## src/rtl/rc_alu_pkg.sv

```systemverilog
package rc_alu_pkg;
  localparam logic MODE_LOGIC = 1'b0;
  localparam logic MODE_ARITH = 1'b1;

  typedef enum logic [1:0] {
    SEL_A     = 2'b00,
    SEL_NOT_A = 2'b01,
    SEL_A_B   = 2'b10,
    SEL_NA_B  = 2'b11
  } alu_sel_e;
endpackage

```

## src/rtl/rc_alu_slice.sv

```systemverilog
module rc_alu_slice (
  input  logic a_bit,
  input  logic b_bit,
  input  logic c_in,
  input  logic arith,
  input  logic gate_b,
  input  logic inv_a,
  output logic f_bit,
  output logic c_out
);
  logic p_term;
  logic g_term;

  assign p_term = a_bit ^ inv_a;
  assign g_term = gate_b & b_bit;

  always_comb begin
    if (arith) begin
      f_bit = c_in ^ p_term ^ g_term;
      c_out = (c_in & (p_term ^ g_term)) | (g_term & p_term);
    end else begin
      f_bit = p_term | g_term;
      c_out = 1'b0;
    end
  end
endmodule

```

## src/rtl/rc_alu_chain.sv

```systemverilog
module rc_alu_chain #(
  parameter int WIDTH = 8
) (
  input  logic [WIDTH-1:0] a,
  input  logic [WIDTH-1:0] b,
  input  logic             cin,
  input  logic             mode,
  input  logic [1:0]       sel,
  output logic [WIDTH-1:0] f,
  output logic             cout
);
  localparam int NCARRY = WIDTH + 1;

  logic [NCARRY-1:0] carry;

  assign carry[0] = cin;

  for (genvar i = 0; i < WIDTH; i++) begin : g_cell
    rc_alu_slice u_cell (
      .a_bit  (a[i]),
      .b_bit  (b[i]),
      .c_in   (carry[i]),
      .arith  (mode),
      .gate_b (sel[1]),
      .inv_a  (sel[0]),
      .f_bit  (f[i]),
      .c_out  (carry[i+1])
    );
  end

  assign cout = carry[WIDTH];


  always_comb begin
    if (!mode) begin
      logic_carry_clear_chk: assert (carry[NCARRY-1:1] == '0)
        else $error("internal carry set in logic mode");
    end
  end
endmodule

```

## src/rtl/rc_alu.sv

```systemverilog
module rc_alu #(
  parameter int WIDTH = 8
) (
  input  logic [WIDTH-1:0] a,
  input  logic [WIDTH-1:0] b,
  input  logic             cin,
  input  logic             mode,
  input  logic [1:0]       sel,
  output logic [WIDTH-1:0] f,
  output logic             cout
);
  import rc_alu_pkg::*;

  localparam int SUMW = WIDTH + 1;

  rc_alu_chain #(.WIDTH(WIDTH)) u_chain (
    .a    (a),
    .b    (b),
    .cin  (cin),
    .mode (mode),
    .sel  (sel),
    .f    (f),
    .cout (cout)
  );

  logic [WIDTH-1:0] opnd_a;
  logic [WIDTH-1:0] opnd_b;
  logic [SUMW-1:0]  vec_sum;
  logic [WIDTH-1:0] vec_or;

  always_comb begin
    opnd_a  = (alu_sel_e'(sel) inside {SEL_NOT_A, SEL_NA_B}) ? ~a : a;
    opnd_b  = (alu_sel_e'(sel) inside {SEL_A_B, SEL_NA_B}) ? b : '0;
    vec_sum = {1'b0, opnd_a} + {1'b0, opnd_b} + {{WIDTH{1'b0}}, cin};
    vec_or  = opnd_a | opnd_b;
  end

  always_comb begin
    if (mode == MODE_ARITH) begin

      arith_sum_chk: assert ({cout, f} == vec_sum)
        else $error("chained sum differs from vector sum");
    end
    if (mode == MODE_LOGIC) begin

      logic_result_chk: assert (f == vec_or)
        else $error("logic result differs");

      logic_cout_chk: assert (cout == 1'b0)
        else $error("carry out set in logic mode");
    end
  end
endmodule

```

## config.mk

```make
export PLATFORM = sky130hd
export DESIGN_NAME = rc_alu
export DESIGN_NICKNAME = d
export VERILOG_FILES = /design/src/rtl/rc_alu_pkg.sv /design/src/rtl/rc_alu_slice.sv /design/src/rtl/rc_alu_chain.sv /design/src/rtl/rc_alu.sv
export SDC_FILE = /design/constraint.sdc
export NUM_CORES = 1
export LEC_CHECK = 0
export ABC_AREA = 1
export CAP_MARGIN = 0
export CORE_MARGIN = 1
export CORE_UTILIZATION = 45
export DETAILED_ROUTE_END_ITERATION = 7
export GPL_TIMING_DRIVEN = 1
export MAX_ROUTING_LAYER = met4
export PLACE_DENSITY = 0.85
export SLEW_MARGIN = 20
export SYNTH_ARGS = -nofsm -noshare
export SYNTH_HDL_FRONTEND = slang
export SYNTH_SLANG_ARGS = --single-unit
```

## constraint.sdc

```tcl
create_clock -name vclk -period 8.13
set_input_delay 1.2195 -clock vclk [all_inputs]
set_output_delay 1.2195 -clock vclk [all_outputs]
set_load 0.005 [all_outputs]
```

* Word level (Yosys, flattened, before mapping)
Cells that the tools add are included.
** Cells by class
- Muxes and demuxes :: 16
- Bitwise operators :: 72
** Operators by type and width (count)
- 1-bit XOR :: 32
- 1-bit AND :: 24
- 1-bit 2-to-1 mux :: 16
- 1-bit bitwise OR :: 16
** Word-level totals
- Bits in registers :: 0
- Input port bits :: 20
- Output and inout bits :: 9
- Word-level logic and storage cells :: 88

* Longest topological paths before layout
Gate-level depths: netlist of run 1.
- Depth in word-level cells :: 26
- Depth in mapped cells :: 23
- Depth with buffers taken out :: 21

* By module
From an unflattened synthesis of run 1, not the netlist that was laid out.
** Second synthesis, totals
- Cells, all modules :: 168
- Area, all modules :: 910.9 um2
** Modules (own cells, without submodules)
- rc_alu_slice :: instances 8, cells an instance 21, area an instance 113.9 um2

* Least setup slack after synthesis of run 1
No wires, ideal clock.
- Path kind :: input port to output port
- Start point :: in sel[0]
- End point :: out f[7]
- Arrival time :: 5900 ps
- Data required time :: 6911 ps
- Setup slack :: 1010 ps
- Stages on the path :: 23
- Buffers on the path :: 2
- Path through :: buf_6 -> inv_4 -> nand2_2 -> nand2_2 -> ha_1 -> nand2_1 -> a21oi_1 -> fa_1 -> nand2_1 -> fa_1 -> or2_2 -> fa_1 -> or2_2 -> fa_1 -> or2_2 -> fa_1 -> or2_2 -> fa_1 -> nor2_1 -> fa_1 -> nand2_1 -> o21ai_0 -> buf_4
** On the way
- Cells in the longest elaborated chain, start to end :: 26
- Elaborated cells on any way between the ends :: 47
** Ends and longest elaborated chain
- from (decl) :: RTL line rc_alu.sv:8 : input logic [1:0] sel,
- 1-bit XOR :: RTL line rc_alu_slice.sv:14 : assign p_term = a_bit ^ inv_a;
- 1-bit XOR :: RTL line rc_alu_slice.sv:20 : c_out = (c_in & (p_term ^ g_term)) | (g_term & p_term);
- 1-bit AND :: RTL line rc_alu_slice.sv:20
- 1-bit bitwise OR :: RTL line rc_alu_slice.sv:20
- 1-bit 2-to-1 mux :: RTL line rc_alu_slice.sv:18 : if (arith) begin
- 1-bit AND :: RTL line rc_alu_slice.sv:20
- 1-bit bitwise OR :: RTL line rc_alu_slice.sv:20
- 1-bit 2-to-1 mux :: RTL line rc_alu_slice.sv:18
- [9 not listed]
- 1-bit AND :: RTL line rc_alu_slice.sv:20
- 1-bit bitwise OR :: RTL line rc_alu_slice.sv:20
- 1-bit 2-to-1 mux :: RTL line rc_alu_slice.sv:18
- 1-bit AND :: RTL line rc_alu_slice.sv:20
- 1-bit bitwise OR :: RTL line rc_alu_slice.sv:20
- 1-bit 2-to-1 mux :: RTL line rc_alu_slice.sv:18
- 1-bit XOR (2 in series) :: RTL line rc_alu_slice.sv:19 : f_bit = c_in ^ p_term ^ g_term;
- 1-bit 2-to-1 mux * :: RTL line rc_alu_slice.sv:18
- to (decl) :: RTL line rc_alu.sv:9 : output logic [WIDTH-1:0] f,
Every way passes the cells marked *; elsewhere a longest branch is shown, timed or not.

* Final worst setup path of run 1
- Start point :: in sel[0]
- End point :: out cout
** On the way
- Cells in the longest elaborated chain, start to end :: 26
- Elaborated cells on any way between the ends :: 48
** Ends and longest elaborated chain
- 1-bit XOR :: RTL line rc_alu_slice.sv:14
- 1-bit XOR :: RTL line rc_alu_slice.sv:20
- 1-bit AND :: RTL line rc_alu_slice.sv:20
- 1-bit bitwise OR :: RTL line rc_alu_slice.sv:20
- 1-bit 2-to-1 mux :: RTL line rc_alu_slice.sv:18
- 1-bit AND :: RTL line rc_alu_slice.sv:20
- 1-bit bitwise OR :: RTL line rc_alu_slice.sv:20
- 1-bit 2-to-1 mux :: RTL line rc_alu_slice.sv:18
- [10 not listed]
- 1-bit bitwise OR :: RTL line rc_alu_slice.sv:20
- 1-bit 2-to-1 mux :: RTL line rc_alu_slice.sv:18
- 1-bit AND :: RTL line rc_alu_slice.sv:20
- 1-bit bitwise OR :: RTL line rc_alu_slice.sv:20
- 1-bit 2-to-1 mux :: RTL line rc_alu_slice.sv:18
- 1-bit AND :: RTL line rc_alu_slice.sv:20
- 1-bit bitwise OR * :: RTL line rc_alu_slice.sv:20
- 1-bit 2-to-1 mux * :: RTL line rc_alu_slice.sv:18
- to (decl) :: RTL line rc_alu.sv:10 : output logic cout
Marked as above.

==> impl_metrics.xml, run 1 <==
<?xml version="1.0" encoding="UTF-8"?>
<metrics>
  <group name="run_status">
    <metric name="status" unit="">finished, final reports clean</metric>
  </group>
  <group name="cells_and_area">
    <metric name="area.sequential" unit="µm²">0</metric>
    <metric name="fraction_of_layout_cells_with_a_size_suffix_above_1" unit="">0.143</metric>
    <metric name="antennaDiodeCount" unit="">0</metric>
    <metric name="design.final.nets" unit="">142</metric>
    <metric name="postLayoutCellArea" unit="µm²">895</metric>
    <metric name="n_sequential_cell" unit="">0</metric>
    <metric name="filler_cells" unit="">109</metric>
    <metric name="number_of_clock_buffer_instances_in_the_layout" unit="">0</metric>
    <metric name="layout-area-overhead-vs-synth" unit="%">37.5</metric>
    <metric name="layout.cells.most_common" unit="">clkdlybuf4s50_1</metric>
    <metric name="layout.cells.most_common_list" unit="">clkdlybuf4s50_1 (28), nand2_1 (22), ha_1 (8)</metric>
    <metric name="fin_util" unit="">0.679</metric>
    <metric name="multi_input_area" unit="µm²">524</metric>
  </group>
  <group name="grt">
    <metric name="grt_use_total" unit="">0.191</metric>
    <metric name="grt_overflow" unit="">0</metric>
    <metric name="antenna_found_initial" unit="">0</metric>
    <metric name="grt_start_max_net_pins" unit="">14</metric>
    <metric name="grt_pass1_wl" unit="µm">2100</metric>
    <metric name="first_global_vias" unit="">552</metric>
  </group>
  <group name="setup_path">
    <metric name="critical_path.startpoint_type" unit="">primary input</metric>
    <metric name="worst-path-max-fanout" unit="">3</metric>
    <metric name="startpoint" unit="">sel[0]</metric>
    <metric name="nature_of_the_critical_path_endpoint" unit="">output port</metric>
    <metric name="critPathArrivalTime" unit="ps">6580</metric>
    <metric name="critical_setup_path_kind" unit="">primary input to output port</metric>
    <metric name="critical_path_required_time" unit="ps">6910</metric>
  </group>
  <group name="power">
    <metric name="ir_worst_vdd" unit="µV">29.6</metric>
    <metric name="total_leakage_power" unit="µW">0.000423</metric>
    <metric name="p_per_area" unit="nW/µm²">62.2</metric>
  </group>
  <group name="timing">
    <metric name="final.setup.tns" unit="ps">0</metric>
    <metric name="worst_slew_pin_slew" unit="ps">316</metric>
    <metric name="whs" unit="ps">3260</metric>
    <metric name="setup-violations-final" unit="">0</metric>
    <metric name="grt_setup_unrepaired" unit="">no</metric>
    <metric name="slew_headroom" unit="">0.788</metric>
    <metric name="report.final.slew_viol_count" unit="">0</metric>
    <metric name="final_period_minus_worst_setup_slack" unit="ps">7800</metric>
    <metric name="layout_worst_path_cycle_share" unit="">0.959</metric>
    <metric name="final_hold_viol_count" unit="">0</metric>
    <metric name="max_freq" unit="MHz">128</metric>
  </group>
  <group name="floorplanning">
    <metric name="die_height" unit="µm">40.0</metric>
    <metric name="start_util" unit="">0.494</metric>
    <metric name="chipWidth" unit="µm">40.0</metric>
    <metric name="core.rowCount" unit="">13</metric>
    <metric name="core-area" unit="µm²">1320</metric>
    <metric name="dieArea" unit="µm²">1600</metric>
    <metric name="ios" unit="">29</metric>
  </group>
  <group name="worst_hold_path">
    <metric name="whs_endpoint" unit="">f[7]</metric>
    <metric name="timing.hold.worst.class" unit="">primary input to output port</metric>
    <metric name="hold_start" unit="">b[7]</metric>
    <metric name="worst_hold_path.num_cells" unit="">5</metric>
  </group>
  <group name="placed_design">
    <metric name="hpwl_after_detailed_placement" unit="µm">1090</metric>
    <metric name="portBuffers" unit="">29</metric>
    <metric name="placement.cell_area" unit="µm²">886</metric>
    <metric name="routability_cong" unit="">0.657</metric>
  </group>
  <group name="clock_network">
    <metric name="postCtsSetupRepairBufs" unit="">0</metric>
    <metric name="cts_hold_buffers" unit="">0</metric>
    <metric name="post_cts_resize_count" unit="">0</metric>
  </group>
  <group name="yosys">
    <metric name="yosysWarningCount" unit="">0</metric>
    <metric name="ys_types" unit="">18</metric>
    <metric name="synthesis.nets" unit="">119</metric>
    <metric name="syn_inst" unit="">84</metric>
    <metric name="synth_area_per_cell" unit="µm²">7.75</metric>
    <metric name="netlist_area_pre_place" unit="µm²">651</metric>
    <metric name="synth.yosys.seq_area_share" unit="">0</metric>
  </group>
  <group name="route">
    <metric name="drtAntennaViolNets" unit="">0</metric>
    <metric name="drt_wl_total" unit="µm">1270</metric>
    <metric name="avgViaCountPerCell" unit="">4.68</metric>
    <metric name="dr_total_vias" unit="">561</metric>
    <metric name="drc" unit="">0</metric>
    <metric name="wl_per_cell" unit="µm">10.6</metric>
    <metric name="initialDrtViolationCount" unit="">7</metric>
    <metric name="drt-pass1-iter-count" unit="">3</metric>
  </group>
  <group name="run">
    <metric name="drv.max_cap_violation_count" unit="">0</metric>
  </group>
</metrics>
==> cells in the mapped netlist, drive strengths merged <==
| cell type | n | area [µm²] |
|---|---|---|
| mux2i | 5 | 50.1 |
| clkbuf | 1 | 13.8 |
| a21oi | 1 | 5.00 |
| buf | 10 | 82.6 |
| nand2 | 25 | 101 |
| inv | 9 | 36.3 |
| xnor2 | 6 | 52.6 |
| fa | 7 | 140 |
| xor2 | 1 | 8.76 |
| nor2 | 1 | 3.75 |
| ha | 8 | 100 |
| nand3 | 3 | 15.0 |
| o21ai | 2 | 10.0 |
| or2 | 5 | 31.3 |
==> cell type report <==
class                      count  area share
inverter                       9      0.0406
multi-input combinational     64       0.586
timing repair buffer          32       0.352
tap                           15      0.0210
==> per-layer routing <==
layer	vias to the layer above	part of all wire	track usage	wire [µm]
met2	16	0.57	0.395	724
li1	287	-	-	-
met3	0	0.039	0	49
met5	-	0	-	0
met1	258	0.39	0.210	492
met4	0	0	0	0
==> metrics by stage <==
stage	cells	worst slack (ps)	power (µW)
2_1_floorplan	84	1010	36.4
3_3_place_gp	120	149	53.8
3_5_place_dp	120	57.9	56.0
4_1_cts	120	40.8	56.2
5_1_grt	120	72.2	62.9
6_report	120	334	55.6
==> worst max-delay path: stages <==
cell             delay (ps)
clkdlybuf4s50_1         540
inv_4                    50
nand2_2                  50
nand2_2                  50
ha_1                    270
nand2_1                  60
a21oi_2                 150
fa_1                    170
nand2_1                  70
fa_1                    370
or2_2                   310
fa_1                    350
or2_2                   310
fa_1                    370
or2_2                   310
fa_1                    350
or2_2                   310
fa_1                    370
nor2_2                  120
fa_1                    180
nand2_1                  50
inv_1                    50
clkdlybuf4s50_1         490
==> cell families after synthesis <==
family	synth area share
xor gates and xnor gates	0.0942
and+or+nand+nor	0.233
muxes	0.0769
adders and majority gates	0.369
buffers and inverters	0.204
AOI/OAI and AO/OA	0.0231
==> worst max-delay path by stage <==
stage | endpoint | slack, ps
6_report | cout | 330
3_5_place_dp | f[7] | 60
5_1_grt | cout | 70
2_1_floorplan | f[7] | 1010
4_1_cts | f[7] | 40
3_3_place_gp | f[7] | 150
==> where the power goes <==
part	internal [µW]	switching [µW]
registers	0	0
clock network	0	0
logic	32.6	23.0
Power figures use the tool's default switching activity.
==> inputs of run 2 (changes only) <==
Settings changed: CORE_ASPECT_RATIO from default to 0.75, CORE_UTILIZATION 45 to 50, SETUP_SLACK_MARGIN from default to 0.2, SYNTH_HIERARCHICAL from default to 1.
==> impl_metrics.xml, run 2 <==
<?xml version="1.0" encoding="UTF-8"?>
<metrics>
  <group name="route">
    <metric name="dr_total_vias" unit="">1064</metric>
    <metric name="drc" unit="">0</metric>
    <metric name="drtAntennaViolNets" unit="">0</metric>
    <metric name="initialDrtViolationCount" unit="">16</metric>
    <metric name="drt-pass1-iter-count" unit="">4</metric>
    <metric name="avgViaCountPerCell" unit="">4.81</metric>
    <metric name="drt_wl_total" unit="µm">2120</metric>
    <metric name="wl_per_cell" unit="µm">9.59</metric>
  </group>
  <group name="placed_design">
    <metric name="portBuffers" unit="">29</metric>
    <metric name="routability_cong" unit="">0.812</metric>
    <metric name="hpwl_after_detailed_placement" unit="µm">1780</metric>
    <metric name="pre_cts_ws" unit="ps">854</metric>
    <metric name="placement.cell_area" unit="µm²">1250</metric>
  </group>
  <group name="timing">
    <metric name="worst_slew_pin_slew" unit="ps">377</metric>
    <metric name="max_freq" unit="MHz">137</metric>
    <metric name="report.final.slew_viol_count" unit="">0</metric>
    <metric name="final_hold_viol_count" unit="">0</metric>
    <metric name="layout_worst_path_cycle_share" unit="">0.898</metric>
    <metric name="slew_headroom" unit="">0.748</metric>
    <metric name="final.setup.worst_slack" unit="ps">828</metric>
    <metric name="final_period_minus_worst_setup_slack" unit="ps">7300</metric>
    <metric name="final.setup.tns" unit="ps">0</metric>
    <metric name="setup-violations-final" unit="">0</metric>
    <metric name="grt_setup_unrepaired" unit="">no</metric>
  </group>
  <group name="cells_and_area">
    <metric name="design.final.nets" unit="">230</metric>
    <metric name="n_sequential_cell" unit="">0</metric>
    <metric name="multi_input_area" unit="µm²">791</metric>
    <metric name="fraction_of_layout_cells_with_a_size_suffix_above_1" unit="">0.255</metric>
    <metric name="postLayoutCellArea" unit="µm²">1250</metric>
    <metric name="layout-area-overhead-vs-synth" unit="%">37.2</metric>
    <metric name="area.sequential" unit="µm²">0</metric>
    <metric name="number_of_clock_buffer_instances_in_the_layout" unit="">0</metric>
    <metric name="antennaDiodeCount" unit="">0</metric>
    <metric name="layout.cells.most_common" unit="">nand2_1</metric>
    <metric name="filler_cells" unit="">129</metric>
    <metric name="layout.cells.most_common_list" unit="">nand2_1 (64), clkdlybuf4s50_1 (29), inv_1 (24)</metric>
  </group>
  <group name="floorplanning">
    <metric name="ios" unit="">29</metric>
    <metric name="chipWidth" unit="µm">51.3</metric>
    <metric name="start_util" unit="">0.572</metric>
    <metric name="core.rowCount" unit="">12</metric>
    <metric name="dieArea" unit="µm²">2000</metric>
    <metric name="die_height" unit="µm">39.0</metric>
    <metric name="core-area" unit="µm²">1590</metric>
  </group>
  <group name="setup_path">
    <metric name="crit_path_cell_trace" unit="">clkdlybuf4s50_1, buf_4, nand2_1, nand2_1, ha_1, nand2_1, a21boi_0, nand2_1, a21boi_0, nand2_1, a21boi_0, nand2_1, a21boi_0, nand2_1, a21boi_0, nand2_1, a21boi_0, nand2_1, a21boi_0, nand2_1, a21boi_0, clkdlybuf4s50_1</metric>
    <metric name="critical_path.startpoint_type" unit="">primary input</metric>
    <metric name="critPathArrivalTime" unit="ps">6080</metric>
    <metric name="critical_path_depth" unit="">22</metric>
    <metric name="timing.critical_path.slowest_cell_delay" unit="ps">600</metric>
    <metric name="worst-path-max-fanout" unit="">14</metric>
    <metric name="worstPathBufferInverterCount" unit="">3</metric>
    <metric name="nature_of_the_critical_path_endpoint" unit="">output port</metric>
    <metric name="critical_setup_path_kind" unit="">primary input to output port</metric>
    <metric name="critical_path_required_time" unit="ps">6910</metric>
    <metric name="path_common_cell" unit="">nand2_1</metric>
    <metric name="timing.critical_path.slowest_stage_cell" unit="">clkdlybuf4s50_1</metric>
    <metric name="critical-path-top-delay-family" unit="">compound AO/OA/AOI/OAI gates</metric>
  </group>
  <group name="run_status">
    <metric name="status" unit="">finished, final reports clean</metric>
  </group>
  <group name="yosys">
    <metric name="synthesis.nets" unit="">196</metric>
    <metric name="yosys-top-cells-count" unit="">nand2_1 (64), inv_1 (24), nand2_2 (16), nand3_1 (16), nand3_2 (16)</metric>
    <metric name="synth_area_per_cell" unit="µm²">5.42</metric>
    <metric name="yosysTopAreaCellShare" unit="">0.264</metric>
    <metric name="yosysWarningCount" unit="">6</metric>
    <metric name="netlist_area_pre_place" unit="µm²">911</metric>
    <metric name="synth_most_common_cell" unit="">nand2_1</metric>
    <metric name="synth.top_cells.by_area" unit="">nand2_1 (26%), nand3_2 (18%), ha_1 (11%), nand2_2 (11%), inv_1 (9.9%)</metric>
    <metric name="syn_inst" unit="">168</metric>
    <metric name="post-synth-top-area-cell" unit="">nand2_1</metric>
    <metric name="ys_types" unit="">9</metric>
    <metric name="synth.yosys.seq_area_share" unit="">0</metric>
  </group>
  <group name="clock_network">
    <metric name="post_cts_resize_count" unit="">0</metric>
    <metric name="cts_hold_buffers" unit="">0</metric>
    <metric name="postCtsSetupRepairBufs" unit="">0</metric>
  </group>
  <group name="grt">
    <metric name="grt_use_total" unit="">0.230</metric>
    <metric name="antenna_found_initial" unit="">0</metric>
    <metric name="grt_start_max_net_pins" unit="">25</metric>
    <metric name="grt_pass1_wl" unit="µm">3460</metric>
    <metric name="grt_overflow" unit="">0</metric>
    <metric name="first_global_vias" unit="">881</metric>
  </group>
  <group name="power">
    <metric name="overall_power_after_layout" unit="µW">68.1</metric>
    <metric name="total_leakage_power" unit="µW">0.000699</metric>
    <metric name="p_per_area" unit="nW/µm²">54.4</metric>
    <metric name="ir_worst_vdd" unit="µV">43.1</metric>
  </group>
  <group name="run">
    <metric name="drv.max_cap_violation_count" unit="">0</metric>
  </group>
  <group name="worst_hold_path">
    <metric name="worst_hold_path.num_cells" unit="">6</metric>
    <metric name="timing.hold.worst.class" unit="">primary input to output port</metric>
  </group>
</metrics>
==> run 2: power by group <==
part           leakage (µW)  switching, µW  internal, µW
sequential                0              0             0
clock                     0              0             0
combinational      0.000699           33.6          34.5
==> run 2: cell families after synthesis <==
kind of cell,after synthesis,share of synthesized area
buf+inv,32,0.132
compound gates,8,0.0659
fa+ha+maj,8,0.110
simple gates,120,0.692
==> run 2: area by class of cell <==
| class | instances | share of cell area |
|---|---|---|
| tap | 21 | 0.0210 |
| inverter | 32 | 0.0961 |
| timing repair buffer | 32 | 0.250 |
| multi-input combinational | 136 | 0.633 |
==> run 2: layer usage <==
metal	GRT usage	part of all wire	up-vias	routed length [µm]
li1	-	-	589	-
met1	0.306	0.51	457	1080
met2	0.424	0.46	18	980
met3	0	0.030	0	64
met4	0	0	0	0
met5	-	0	-	0
==> run 2: worst paths after layout <==
| check | from | end | slack, ps |
|---|---|---|---|
| worst min-delay path | cin | f[0] | 3530 |
| worst max-delay path | sel[0] | cout | 830 |
==> run 2: stage by stage <==
step                      cells  hold WS (ps)  utilization
after floorplan             168          2550            -
after global placement      221          3500        0.785
after detailed placement    221          3540        0.785
after CTS                   221          3540        0.785
after global routing        221          3600        0.785
final                       221          3530        0.785
==> inputs of run 3 (changes only) <==
Settings changed: CORE_ASPECT_RATIO 0.75 to default, CORE_MARGIN 1 to default, SETUP_SLACK_MARGIN 0.2 to 0.4.
==> impl_metrics.xml, run 3 (synthesis gave the netlist of run 2 again) <==
<?xml version="1.0" encoding="UTF-8"?>
<metrics>
  <group name="setup_path">
    <metric name="critical_path.startpoint_type" unit="">primary input</metric>
    <metric name="critical_path_required_time" unit="ps">6910</metric>
    <metric name="worst-path-max-fanout" unit="">9</metric>
    <metric name="nature_of_the_critical_path_endpoint" unit="">output port</metric>
    <metric name="critical_setup_path_kind" unit="">primary input to output port</metric>
    <metric name="critPathArrivalTime" unit="ps">5860</metric>
  </group>
  <group name="run_status">
    <metric name="status" unit="">finished, final reports clean</metric>
  </group>
  <group name="grt">
    <metric name="grt_pass1_wl" unit="µm">3750</metric>
    <metric name="grt_use_total" unit="">0.239</metric>
    <metric name="antenna_found_initial" unit="">0</metric>
    <metric name="first_global_vias" unit="">960</metric>
    <metric name="grt_overflow" unit="">0</metric>
    <metric name="grt_start_max_net_pins" unit="">25</metric>
  </group>
  <group name="clock_network">
    <metric name="postCtsSetupRepairBufs" unit="">0</metric>
  </group>
  <group name="timing">
    <metric name="setup-violations-final" unit="">0</metric>
    <metric name="worst_slew_pin_slew" unit="ps">527</metric>
    <metric name="final_hold_viol_count" unit="">0</metric>
    <metric name="final.setup.tns" unit="ps">0</metric>
    <metric name="grt_setup_unrepaired" unit="">no</metric>
    <metric name="max_freq" unit="MHz">141</metric>
    <metric name="slew_headroom" unit="">0.648</metric>
    <metric name="report.final.slew_viol_count" unit="">0</metric>
    <metric name="final.setup.worst_slack" unit="ps">1050</metric>
    <metric name="layout_worst_path_cycle_share" unit="">0.870</metric>
    <metric name="final_period_minus_worst_setup_slack" unit="ps">7080</metric>
  </group>
  <group name="placed_design">
    <metric name="place.detailed.instances" unit="">224</metric>
    <metric name="hpwl_after_detailed_placement" unit="µm">1750</metric>
    <metric name="pre_cts_ws" unit="ps">969</metric>
    <metric name="routability_cong" unit="">0.760</metric>
    <metric name="portBuffers" unit="">29</metric>
  </group>
  <group name="cells_and_area">
    <metric name="n_sequential_cell" unit="">0</metric>
    <metric name="number_of_clock_buffer_instances_in_the_layout" unit="">0</metric>
    <metric name="layout-area-overhead-vs-synth" unit="%">37.2</metric>
    <metric name="fraction_of_layout_cells_with_a_size_suffix_above_1" unit="">0.251</metric>
    <metric name="antennaDiodeCount" unit="">0</metric>
    <metric name="fin_util" unit="">0.732</metric>
    <metric name="design.final.nets" unit="">229</metric>
    <metric name="final-instance-count-excl-fill" unit="">224</metric>
    <metric name="multi_input_area" unit="µm²">791</metric>
    <metric name="area.sequential" unit="µm²">0</metric>
    <metric name="layout.cells.most_common_list" unit="">nand2_1 (64), clkdlybuf4s50_1 (28), inv_1 (24)</metric>
    <metric name="layout.cells.most_common" unit="">nand2_1</metric>
    <metric name="filler_cells" unit="">148</metric>
  </group>
  <group name="route">
    <metric name="wl_per_cell" unit="µm">9.32</metric>
    <metric name="drtAntennaViolNets" unit="">0</metric>
    <metric name="avgViaCountPerCell" unit="">4.91</metric>
    <metric name="met3_length" unit="µm">95</metric>
    <metric name="dr_total_vias" unit="">1100</metric>
    <metric name="top_layer" unit="">met3</metric>
    <metric name="met2RoutedLength" unit="µm">1050</metric>
    <metric name="routed_metal_1_wire_length" unit="µm">945</metric>
    <metric name="drc" unit="">0</metric>
    <metric name="drt-pass1-iter-count" unit="">5</metric>
    <metric name="initialDrtViolationCount" unit="">15</metric>
    <metric name="drt_wl_total" unit="µm">2090</metric>
  </group>
  <group name="power">
    <metric name="p_per_area" unit="nW/µm²">54.0</metric>
    <metric name="total_leakage_power" unit="µW">0.000704</metric>
    <metric name="ir_worst_vdd" unit="µV">30.7</metric>
  </group>
  <group name="run">
    <metric name="drv.max_cap_violation_count" unit="">0</metric>
  </group>
  <group name="worst_hold_path">
    <metric name="timing.hold.worst.class" unit="">primary input to output port</metric>
    <metric name="hold_start" unit="">cin</metric>
    <metric name="worst_hold_path.num_cells" unit="">6</metric>
    <metric name="whs_endpoint" unit="">f[0]</metric>
  </group>
  <group name="floorplanning">
    <metric name="core.rowCount" unit="">15</metric>
    <metric name="ios" unit="">29</metric>
    <metric name="die_height" unit="µm">44.7</metric>
    <metric name="dieArea" unit="µm²">2000</metric>
    <metric name="core-area" unit="µm²">1710</metric>
    <metric name="start_util" unit="">0.533</metric>
    <metric name="chipWidth" unit="µm">44.7</metric>
  </group>
</metrics>
[run 3: area by class of cell]
class | instances | share of cell area
inverters | 32 | 0.0961
multi-input cells | 136 | 0.633
well taps | 25 | 0.0250
repair buffers | 31 | 0.246
[run 3: how the worst max path moves through the flow]
stage / start / depth (start not counted) / endpoint
6_report: sel[0] / 22 / cout
5_1_grt: sel[0] / 24 / f[7]
4_1_cts: sel[1] / 20 / cout
3_5_place_dp: sel[1] / 20 / cout
3_3_place_gp: sel[1] / 20 / cout
2_1_floorplan: sel[0] / 20 / cout
[run 3: through the flow]
stage / power [µW] / area, µm² / hold slack (ps)
global placement: 64.8 / 1250 / 3510
CTS: 67.5 / 1250 / 3520
detailed placement: 67.3 / 1250 / 3520
floorplan: 36.5 / 911 / 2550
finish: 67.5 / 1250 / 3520
global route: 76.1 / 1250 / 3570
[run 3: per-layer routing]
layer | GRT usage | vias to the layer above
met5 | - | -
met4 | 0 | 0
met3 | 0 | 0
met2 | 0.459 | 29
met1 | 0.296 | 484
li1 | - | 587
[run 3: power by group]
group	leakage, µW	switching [µW]	total [µW]	internal, µW
combinational	0.000704	33.5	67.5	34.0
sequential	0	0	0	0
clock	0	0	0	0
total	0.000704	33.5	67.5	34.0
[run 3: repair_timing]
action	in CTS	in global routing
gates resized for setup	0	2
setup endpoints to repair	0	1
hold buffers	0	0
endpoints found under the hold margin	0	0
[run 3: worst max-delay path, cell delays in order]
cell             delay [ps]
clkdlybuf4s50_1         660
inv_1                   120
nand2_2                  90
nand2_1                  50
ha_1                    280
nand2_1                  50
a21boi_0                320
nand2_1                  90
a21boi_0                300
nand2_1                  80
a21boi_0                300
nand2_1                  80
a21boi_0                300
nand2_1                 100
a21boi_0                300
nand2_1                 100
a21boi_0                310
nand2_1                 100
a21boi_1                240
nand2_1                  70
a21boi_0                170
clkdlybuf4s50_1         520
